File: src/rtl/tlb_victim_pkg.sv
package tlb_victim_pkg;

   typedef enum logic {
      VICT_HI_FIELD64 = 1'b0,
      VICT_LO_FIELD48 = 1'b1
   } vict_layout_e;

   function automatic int unsigned slots_of(vict_layout_e lay);
      return (lay == VICT_HI_FIELD64) ? 64 : 48;
   endfunction

   function automatic int unsigned top_of(vict_layout_e lay);
      return slots_of(lay) - 1;
   endfunction

   function automatic int unsigned fixed_floor_of(vict_layout_e lay);
      return (lay == VICT_HI_FIELD64) ? 8 : 0;
   endfunction

   function automatic int unsigned shift_of(vict_layout_e lay);
      return (lay == VICT_HI_FIELD64) ? 8 : 0;
   endfunction

endpackage

File: src/rtl/tlb_victim_floor.sv
module tlb_victim_floor
   import tlb_victim_pkg::*;
#(
   parameter vict_layout_e LAYOUT = VICT_LO_FIELD48,
   parameter int unsigned  IDX_W  = 6,
   localparam int unsigned TOP    = top_of(LAYOUT),
   localparam int unsigned FFLOOR = fixed_floor_of(LAYOUT)
) (
   input  logic             clk_i,
   input  logic             rst_ni,
   input  logic             rsv_we_i,
   input  logic [IDX_W-1:0] rsv_wdata_i,
   output logic [IDX_W-1:0] floor_o,
   output logic             reload_o
);

   localparam logic [IDX_W-1:0] TOP_V = IDX_W'(TOP);

   initial begin
      if (TOP >= (1 << IDX_W))
         $error("tlb_victim_floor: IDX_W too small for layout");
   end

   generate
      if (LAYOUT == VICT_LO_FIELD48) begin : g_prog
         logic [IDX_W-1:0] rsv_q;

         always_ff @(posedge clk_i or negedge rst_ni) begin
            if (!rst_ni)       rsv_q <= '0;
            else if (rsv_we_i) rsv_q <= rsv_wdata_i;
         end

         // a reserved count at or past the top pins the floor to the top
         assign floor_o  = (rsv_q >= TOP_V) ? TOP_V : rsv_q;
         assign reload_o = rsv_we_i;

         p_store_r8: assert property (@(posedge clk_i) disable iff (!rst_ni)
            rsv_we_i |=> rsv_q == $past(rsv_wdata_i));
      end else begin : g_fixed
         logic unused_w;
         assign unused_w = rsv_we_i ^ (^rsv_wdata_i) ^ clk_i;
         assign floor_o  = IDX_W'(FFLOOR);
         assign reload_o = 1'b0;
      end
   endgenerate

endmodule

File: src/rtl/tlb_victim_core.sv
module tlb_victim_core
   import tlb_victim_pkg::*;
#(
   parameter vict_layout_e LAYOUT   = VICT_LO_FIELD48,
   parameter int unsigned  IDX_W    = 6,
   parameter bit           STALL_EN = 1'b1,
   localparam int unsigned TOP      = top_of(LAYOUT)
) (
   input  logic             clk_i,
   input  logic             rst_ni,
   input  logic             hold_i,
   input  logic             reload_i,
   input  logic [IDX_W-1:0] floor_i,
   output logic [IDX_W-1:0] idx_o
);

   localparam logic [IDX_W-1:0] TOP_V = IDX_W'(TOP);

   logic [IDX_W-1:0] idx_q, idx_d;
   logic             hold_eff;

   generate
      if (STALL_EN) begin : g_stall
         assign hold_eff = hold_i;
      end else begin : g_nostall
         logic unused_h;
         assign unused_h = hold_i;
         assign hold_eff = 1'b0;
      end
   endgenerate

   always_comb begin
      idx_d = idx_q;
      if (reload_i)               idx_d = TOP_V;
      else if (hold_eff)          idx_d = idx_q;
      else if (idx_q <= floor_i)  idx_d = TOP_V;
      else                        idx_d = idx_q - 1'b1;
   end

   always_ff @(posedge clk_i or negedge rst_ni) begin
      if (!rst_ni) idx_q <= TOP_V;
      else         idx_q <= idx_d;
   end

   assign idx_o = idx_q;

   p_reset_top_r1: assert property (@(posedge clk_i)
      $rose(rst_ni) |-> idx_q == TOP_V);
   p_step_r2: assert property (@(posedge clk_i) disable iff (!rst_ni)
      (!reload_i && !hold_eff && idx_q > floor_i) |=> idx_q == $past(idx_q) - 1'b1);
   p_wrap_r6: assert property (@(posedge clk_i) disable iff (!rst_ni)
      (!reload_i && !hold_eff && idx_q <= floor_i) |=> idx_q == TOP_V);
   p_reload_r8: assert property (@(posedge clk_i) disable iff (!rst_ni)
      reload_i |=> idx_q == TOP_V);
   p_hold_r11: assert property (@(posedge clk_i) disable iff (!rst_ni)
      (hold_eff && !reload_i) |=> $stable(idx_q));
   p_range_r9: assert property (@(posedge clk_i) disable iff (!rst_ni)
      idx_q <= TOP_V);

endmodule

File: src/rtl/tlb_victim_place.sv
module tlb_victim_place #(
   parameter int unsigned IDX_W  = 6,
   parameter int unsigned DATA_W = 32,
   parameter int unsigned SHIFT  = 0
) (
   input  logic [IDX_W-1:0]  idx_i,
   output logic [DATA_W-1:0] word_o
);

   initial begin
      if (SHIFT + IDX_W > DATA_W)
         $error("tlb_victim_place: field does not fit the word");
   end

   generate
      for (genvar b = 0; b < DATA_W; b++) begin : g_bit
         if (b >= SHIFT && b < SHIFT + IDX_W) begin : g_in
            assign word_o[b] = idx_i[b-SHIFT];
         end else begin : g_out
            assign word_o[b] = 1'b0;
         end
      end
   endgenerate

endmodule

File: src/rtl/tlb_victim_ctr.sv
module tlb_victim_ctr
   import tlb_victim_pkg::*;
#(
   parameter vict_layout_e LAYOUT   = VICT_LO_FIELD48,
   parameter int unsigned  IDX_W    = 6,
   parameter int unsigned  DATA_W   = 32,
   parameter bit           STALL_EN = 1'b1
) (
   input  logic              clk_i,
   input  logic              rst_ni,
   input  logic              hold_i,
   input  logic              rsv_we_i,
   input  logic [IDX_W-1:0]  rsv_wdata_i,
   output logic [DATA_W-1:0] stat_rdata_o
);

   localparam int unsigned SHIFT = shift_of(LAYOUT);
   localparam logic [DATA_W-1:0] FIELD_MASK = DATA_W'(((1 << IDX_W) - 1)) << SHIFT;

   logic [IDX_W-1:0] floor_w, idx_w;
   logic             reload_w;

   tlb_victim_floor #(.LAYOUT(LAYOUT), .IDX_W(IDX_W)) u_floor (
      .clk_i       (clk_i),
      .rst_ni      (rst_ni),
      .rsv_we_i    (rsv_we_i),
      .rsv_wdata_i (rsv_wdata_i),
      .floor_o     (floor_w),
      .reload_o    (reload_w)
   );

   tlb_victim_core #(.LAYOUT(LAYOUT), .IDX_W(IDX_W), .STALL_EN(STALL_EN)) u_core (
      .clk_i    (clk_i),
      .rst_ni   (rst_ni),
      .hold_i   (hold_i),
      .reload_i (reload_w),
      .floor_i  (floor_w),
      .idx_o    (idx_w)
   );

   tlb_victim_place #(.IDX_W(IDX_W), .DATA_W(DATA_W), .SHIFT(SHIFT)) u_place (
      .idx_i  (idx_w),
      .word_o (stat_rdata_o)
   );

   p_outside_zero_r10: assert property (@(posedge clk_i) disable iff (!rst_ni)
      (stat_rdata_o & ~FIELD_MASK) == '0);

endmodule

File: config.mk
export PLATFORM = sky130hd
export DESIGN_NAME = tlb_victim_ctr
export DESIGN_NICKNAME = d
export VERILOG_FILES = /design/src/rtl/tlb_victim_pkg.sv /design/src/rtl/tlb_victim_floor.sv /design/src/rtl/tlb_victim_core.sv /design/src/rtl/tlb_victim_place.sv /design/src/rtl/tlb_victim_ctr.sv
export SDC_FILE = /design/constraint.sdc
export NUM_CORES = 1
export LEC_CHECK = 0
export BUFFER_PORTS_ARGS = -buffer_cell sky130_fd_sc_hd__buf_2
export CAP_MARGIN = 20
export CORE_MARGIN = 2
export CORE_UTILIZATION = 49
export DETAILED_ROUTE_END_ITERATION = 7
export HOLD_SLACK_MARGIN = 0.08
export PLACE_DENSITY = 0.8
export SLEW_MARGIN = 5
export SYNTH_ARGS = -nofsm -noshare
export SYNTH_HDL_FRONTEND = slang
export SYNTH_SLANG_ARGS = --single-unit
File: constraint.sdc
create_clock -name clk_i -period 2.5 [get_ports clk_i]
set_input_delay 0.125 -clock clk_i [delete_from_list [all_inputs] [get_ports clk_i]]
set_output_delay 0.125 -clock clk_i [all_outputs]
set_load 0.02 [all_outputs]
=== After elaboration in Yosys (flattened, before gate mapping) ===
Cells that the tools add are included.

* Bits in registers: 12
* Input bits: 10

* Equal/unequal tests: 1
* Order comparisons: 2
* Mux-type cells: 4
* Add/sub/neg operators: 1

{| class="wikitable"
|+ Operators with widths
! kind !! count
|-
| $mux W6 || 4
|-
| $ge A6 B6 Y1 const B || 1
|-
| $le A6 B6 Y1 || 1
|-
| $sub A6 B1 Y6 const B || 1
|-
| $ne A2 B1 Y1 const B || 1
|}

=== Depth between registers and ports, before layout ===
* Depth in word-level cells: 6
* Mapped depth: 8
* Depth with buffers taken out: 8

=== Hierarchy ===
A second synthesis with hierarchy kept.

* Cell total of the unflattened synthesis: 105
* Area total of the unflattened synthesis: 1011.0 µm²

{| class="wikitable"
|+ By module, submodules not included
! module !! sequential area each (µm²) !! instances !! cells each !! area an instance (µm²)
|-
| tlb_victim_core || 156.4 || 1 || 52 || 467.9
|-
| tlb_victim_floor || 150.1 || 1 || 20 || 299.0
|-
| tlb_victim_place || 0.0 || 1 || 33 || 244.0
|}

=== Worst setup path before layout ===
No wires, ideal clock.

* Path type: register -> register
* Start: register u_core.idx_q[2] (netlist: u_core.idx_o[2])
* End: register u_core.idx_q[4] (netlist: u_core.idx_o[4])
* Path slack: 0.709 ns
* Required time: 2.434 ns
* Period minus slack after synthesis: 1.791 ns
* Data arrival time: 1.725 ns
* Cell stages (with the launch flop): 7
* Path through: dfstp_2 -> ha_1 -> and4_4 -> a31o_1 -> a31oi_2 -> and2b_1 -> a22o_1

* Word-level cells in the longest chain between the ends: 4
* Elaborated cells on any way between the ends: 5
* Those cells by class: 1 x add/sub; 1 x order compare; 3 x mux

{| class="wikitable"
|+ RTL lines
! what !! line !! RTL
|-
| start, declared || tlb_victim_core.sv:19 || <nowiki>logic [IDX_W-1:0] idx_q, idx_d;</nowiki>
|-
| start signal, assigned || tlb_victim_core.sv:42 || <nowiki>else idx_q <= idx_d;</nowiki>
|-
| $sub A6 B1 Y6 or $le A6 B6 Y1 (tied branches) || tlb_victim_core.sv:37, tlb_victim_core.sv:36 ||
|-
| $mux W6 (*) || tlb_victim_core.sv:36 || <nowiki>else if (idx_q <= floor_i) idx_d = TOP_V;</nowiki>
|-
| $mux W6 (*) || tlb_victim_core.sv:35 || <nowiki>else if (hold_eff) idx_d = idx_q;</nowiki>
|-
| $mux W6 (*) || tlb_victim_core.sv:34 || <nowiki>if (reload_i) idx_d = TOP_V;</nowiki>
|}

Every way passes the cells marked *; elsewhere a longest branch is shown, timed or not. The select of a mux whose other input is x is not followed.
A chain may end at the register's enable or synchronous reset.

=== Final worst setup path ===
* Start: register u_floor.g_prog.rsv_q[5]
* End: register u_core.idx_q[4] (netlist: u_core.idx_o[4])

* Word-level cells in the longest chain between the ends: 6

{| class="wikitable"
|+ RTL lines
! what !! line !! RTL
|-
| start, declared || tlb_victim_floor.sv:26 || <nowiki>logic [IDX_W-1:0] rsv_q;</nowiki>
|-
| start signal, assigned || tlb_victim_floor.sv:30 || <nowiki>else if (rsv_we_i) rsv_q <= rsv_wdata_i;</nowiki>
|-
| $ge A6 B6 Y1 || tlb_victim_floor.sv:34 || <nowiki>assign floor_o = (rsv_q >= TOP_V) ? TOP_V : rsv_q;</nowiki>
|-
| $mux W6 (*) || tlb_victim_floor.sv:34 ||
|-
| $le A6 B6 Y1 (*) || tlb_victim_core.sv:36 ||
|-
| $mux W6 (*) || tlb_victim_core.sv:36 ||
|-
| $mux W6 (*) || tlb_victim_core.sv:35 ||
|-
| $mux W6 (*) || tlb_victim_core.sv:34 ||
|}

Marks and branches as above.

==> impl_summary.txt <==
----------------------------------------------------
[Setup path]
  Termination of the worst setup path ... u_core.idx_o[4]$_DFFE_PN0P_
  Timing startpoint of the critical path ... u_floor.g_prog.rsv_q[5]$_DFFE_PN0P_
  Launching point of the worst reg2reg path ... u_floor.g_prog.rsv_q[5]$_DFFE_PN0P_
  Reg-to-reg setup timing slack ... 580 ps
  Capture instance of the worst register-to-register path ... u_core.idx_o[4]$_DFFE_PN0P_
  Crit-path max FO ... 5
  Path type of the worst setup path ... reg -> reg
  Required time of the worst setup path ... 2720 ps
  Worst EP arrival ... between 2000 and 2500 ps
  Library cell contributing the largest single delay on the critical path ... sky130_fd_sc_hd__dfrtp_1
  Cells along the critical path ... inv_1 -> nand2_1 -> ha_1 -> and4_4 -> a31o_1 -> a31oi_2 -> and2b_1 -> a22o_1
  CP startpoint kind ... flop
  Depth of the worst register-to-register path ... 8
  CP Capture Type ... flop
  Max incr delay on CP ... roughly 420 ps

[Yosys]
  Fraction of post-synthesis cell area in the top cell type by area ... 0.212
  Combined area of all synthesized cells ... 920 um^2
  Number of register bits inferred by synthesis ... 12
  Yosys top cell by area ... sky130_fd_sc_hd__buf_4
  Synth cell types ... 30
  Commonest register cell after synthesis ... sky130_fd_sc_hd__dfrtp_1
  Async set-or-reset flop fraction in the synthesized netlist ... 1.00
  Number of standard cells after synthesis ... 96
  EDFF count, synth ... 0
  Count of warnings emitted by yosys ... 0
  Area contributors post-synth ... sky130_fd_sc_hd__buf_4 (21%), sky130_fd_sc_hd__dfrtp_1 (19%), sky130_fd_sc_hd__dfstp_2 (14%)
  Sequential cell area fraction in the yosys report ... 0.333
  Mean cell area of the mapped netlist ... approximately 9.6 um^2

[Drt]
  Drt total wl ... approximately 1500 um
  Number of DRC violations after detailed-routing iteration 0 ... 7
  First-pass DRT Iterations ... 4
  DR WL/cell ... between 10 and 15 um
  Post-route ant nets ... 0
  Via count ... between 600 and 700
  Post-detailed-route DRC marker count ... 0
  Vias per cell ... between 4 and 5

[Die]
  Cell Rows ... 15
  Die Span X ... between 40 and 50 um
  Starting density of the core ... 0.527
  I/O pin cnt ... 42
  Core region area ... 0.00175 mm^2
  Die Span Y ... ~47 um
  Area enclosed by the die boundary ... approximately 0.0022 mm^2

[Clock network]
  CTS-repair resized insts ... 0
  Clock H-tree levels ... 1
  CTS sink count ... 12
  Buffers inserted during post-CTS setup optimization ... 0
  Clock-pin slew of the registers on the worst-case setup and hold paths ... about 70 ps
  Maximum root-to-sink buffer count ... 2
  Source-to-sink clock delay at the later pin of the worst-skew pair ... 280 ps
  CTS root buffer ... sky130_fd_sc_hd__clkbuf_4
  Number of CTS-inserted buffers ... 3
  Clock tree from TritonCTS ... yes

[Job]
  Maximum Capacitance Violations ... 0

[Power and ir drop]
  Relative contribution of the clock network to total power ... 0.305
  Part of the power in registers ... 0.441
  PwrDens ... ~500 mW/mm^2
  Sw power ... around 160 uW
  Largest voltage drop on the vdd net ... 0.319 mV
  Pint ... approximately 350 uW
  Leakage ... ~0.00051 uW
  Switching power as a share of total power ... 0.316
  Combinational group share of total power ... 0.254

[STA]
  Final count of pins violating max slew ... 0
  Final-report setup violation count ... 0
  Unrepaired setup endpoints after global routing ... no
  Total negative slack ... 0 ps
  Final setup skew ... around 3.6 ps
  Final period demand of the worst path ... about 1900 ps
  Timing-limited maximum frequency ... approximately 520 MHz
  Post-route worst setup slack ... 585 ps
  Minimum hold slack ... 175 ps
  Share of the cycle needed by the critical path after routing ... 0.766
  Final hold vios ... 0

[Layout]
  Final net count ... 137
  Top library cells by usage in the layout, fill and taps aside ... sky130_fd_sc_hd__conb_1 (26), sky130_fd_sc_hd__buf_2 (15), sky130_fd_sc_hd__ha_1 (7), sky130_fd_sc_hd__dlygate4sd3_1 (7), sky130_fd_sc_hd__dfrtp_1 (7)
  Share of layout cells above drive strength 1 ... 0.277
  Final Non-Filler Cells ... 144
  FILL cells ... roughly 170
  Leading cell type in the layout, fill and taps excluded ... sky130_fd_sc_hd__conb_1
  Count of antenna diodes in the layout ... 0
  Fraction of the core area covered by cells at the end of the flow ... 0.580
  Layout Area Growth over Synthesis ... 10.1%

[Placed design]
  Final weighted congestion in routability-driven placement ... just over 0.8
  Port-buffer cells ... 15
  Pre-CTS setup slack ... roughly 600 ps
  Placed wire-length estimate after detailed placement ... around 1200 um
  Placed cell count ... 133

[Min path]
  Worst Hold Class ... in -> reg

[Outcome]
  Run status ... finished clean

[GRT]
  Overall fraction of global-route tracks in use ... 0.167
  Maximum number of pins on one net before global-route repair ... 13
  Congestion Overflow GR ... 0
  Met2 demand-to-capacity share in global routing ... 0.278
  Most heavily used metal layer in global routing ... met2
  Wire length of the first global-routing pass ... between 2000 and 2500 um
  Global-route track usage on met3 ... 0.0654
  GRT met1 Usage ... 0.174
  Initial antenna violation count ... 0
  Via count of the first global-routing pass ... a little under 600

----------------------------------------------------
stage by stage:
stage	total power, uW	area, um^2
detailed placement	350	906
CTS	518	1010
global placement	344	906
floorplan	353	1010
global route	548	1010
finish	510	1010
power by group through the flow:
stage | clock [uW] | sequential, uW | combinational [uW]
after floorplan | 0 | 230 | 123
after global placement | 0 | 228 | 116
after detailed placement | 0 | 229 | 121
after CTS | 163 | 225 | 130
after global routing | 173 | 228 | 147
final | 155 | 225 | 129
metal layers:
| metal | wire [um] | share of wire | up-vias |
|---|---|---|---|
| met4 | 34 | 0.023 | 0 |
| met5 | 0 | 0 | - |
| met3 | 107 | 0.073 | 5 |
| li1 | - | - | 322 |
| met2 | 763 | 0.52 | 31 |
| met1 | 566 | 0.39 | 300 |
kinds of logic after synthesis:
kind of cell,Yosys count,share of synthesized area
mux,5,0.0612
buf+inv,32,0.249
compound gates,19,0.133
other cells,1,0.00408
xor+xnor,1,0.00953
simple gates,19,0.114
fa+ha+maj,7,0.0952
flops,12,0.333
timing repair:
item / in CTS / in global routing
hold buffers: 7 / 0
setup endpoints to repair: 0 / 0
endpoints found under the hold margin: 18 / 0
worst min path at each step:
stage                        start                                   to  slack (ps)  cells past startpoint
final                     rsv_we_i  u_floor.g_prog.rsv_q[5]$_DFFE_PN0P_         180                      2
after global routing      rsv_we_i  u_floor.g_prog.rsv_q[5]$_DFFE_PN0P_         190                      2
after floorplan             rst_ni          u_core.idx_o[4]$_DFFE_PN0P_        -170                      0
after detailed placement    rst_ni          u_core.idx_o[4]$_DFFE_PN0P_          10                      1
after global placement      rst_ni          u_core.idx_o[4]$_DFFE_PN0P_           9                      1
after CTS                 rsv_we_i  u_floor.g_prog.rsv_q[5]$_DFFE_PN0P_         170                      2
state kept, by name (all words and copies together) (netlist names):
register              count
u_floor.g_prog.rsv_q      6
u_core.idx_o              6
synthesized netlist by cell type, types with 2 or more instances:
master                     n
sky130_fd_sc_hd__a21oi_1   6
sky130_fd_sc_hd__mux2_2    5
sky130_fd_sc_hd__o21a_1    2
sky130_fd_sc_hd__nand3_1   2
sky130_fd_sc_hd__buf_4    26
sky130_fd_sc_hd__ha_1      7
sky130_fd_sc_hd__dfrtp_1   7
sky130_fd_sc_hd__o21ai_0   4
sky130_fd_sc_hd__nor2_1    6
sky130_fd_sc_hd__dfstp_2   5
sky130_fd_sc_hd__inv_1     4
sky130_fd_sc_hd__and3_1    2
sky130_fd_sc_hd__nand2_1   3
final cells by class:
type,instances,area (um^2),area share
clock buffers,4,36.3,0.0358
multi-input cells,77,478,0.472
repair buffers,22,145,0.143
inverters,4,15.0,0.0148
flip-flops and latches,12,307,0.303
well taps,25,31.3,0.0309
worst max-delay path: cells and delay by family, from the launching register on:
| family | cells | cell delay [ps] |
|---|---|---|
| compound gates | 3 | 600 |
| fa+ha+maj | 1 | 290 |
| buf+inv | 1 | 110 |
| flops | 1 | 420 |
| simple gates | 3 | 440 |
No activity file was read; power rests on OpenSTA's default activity.
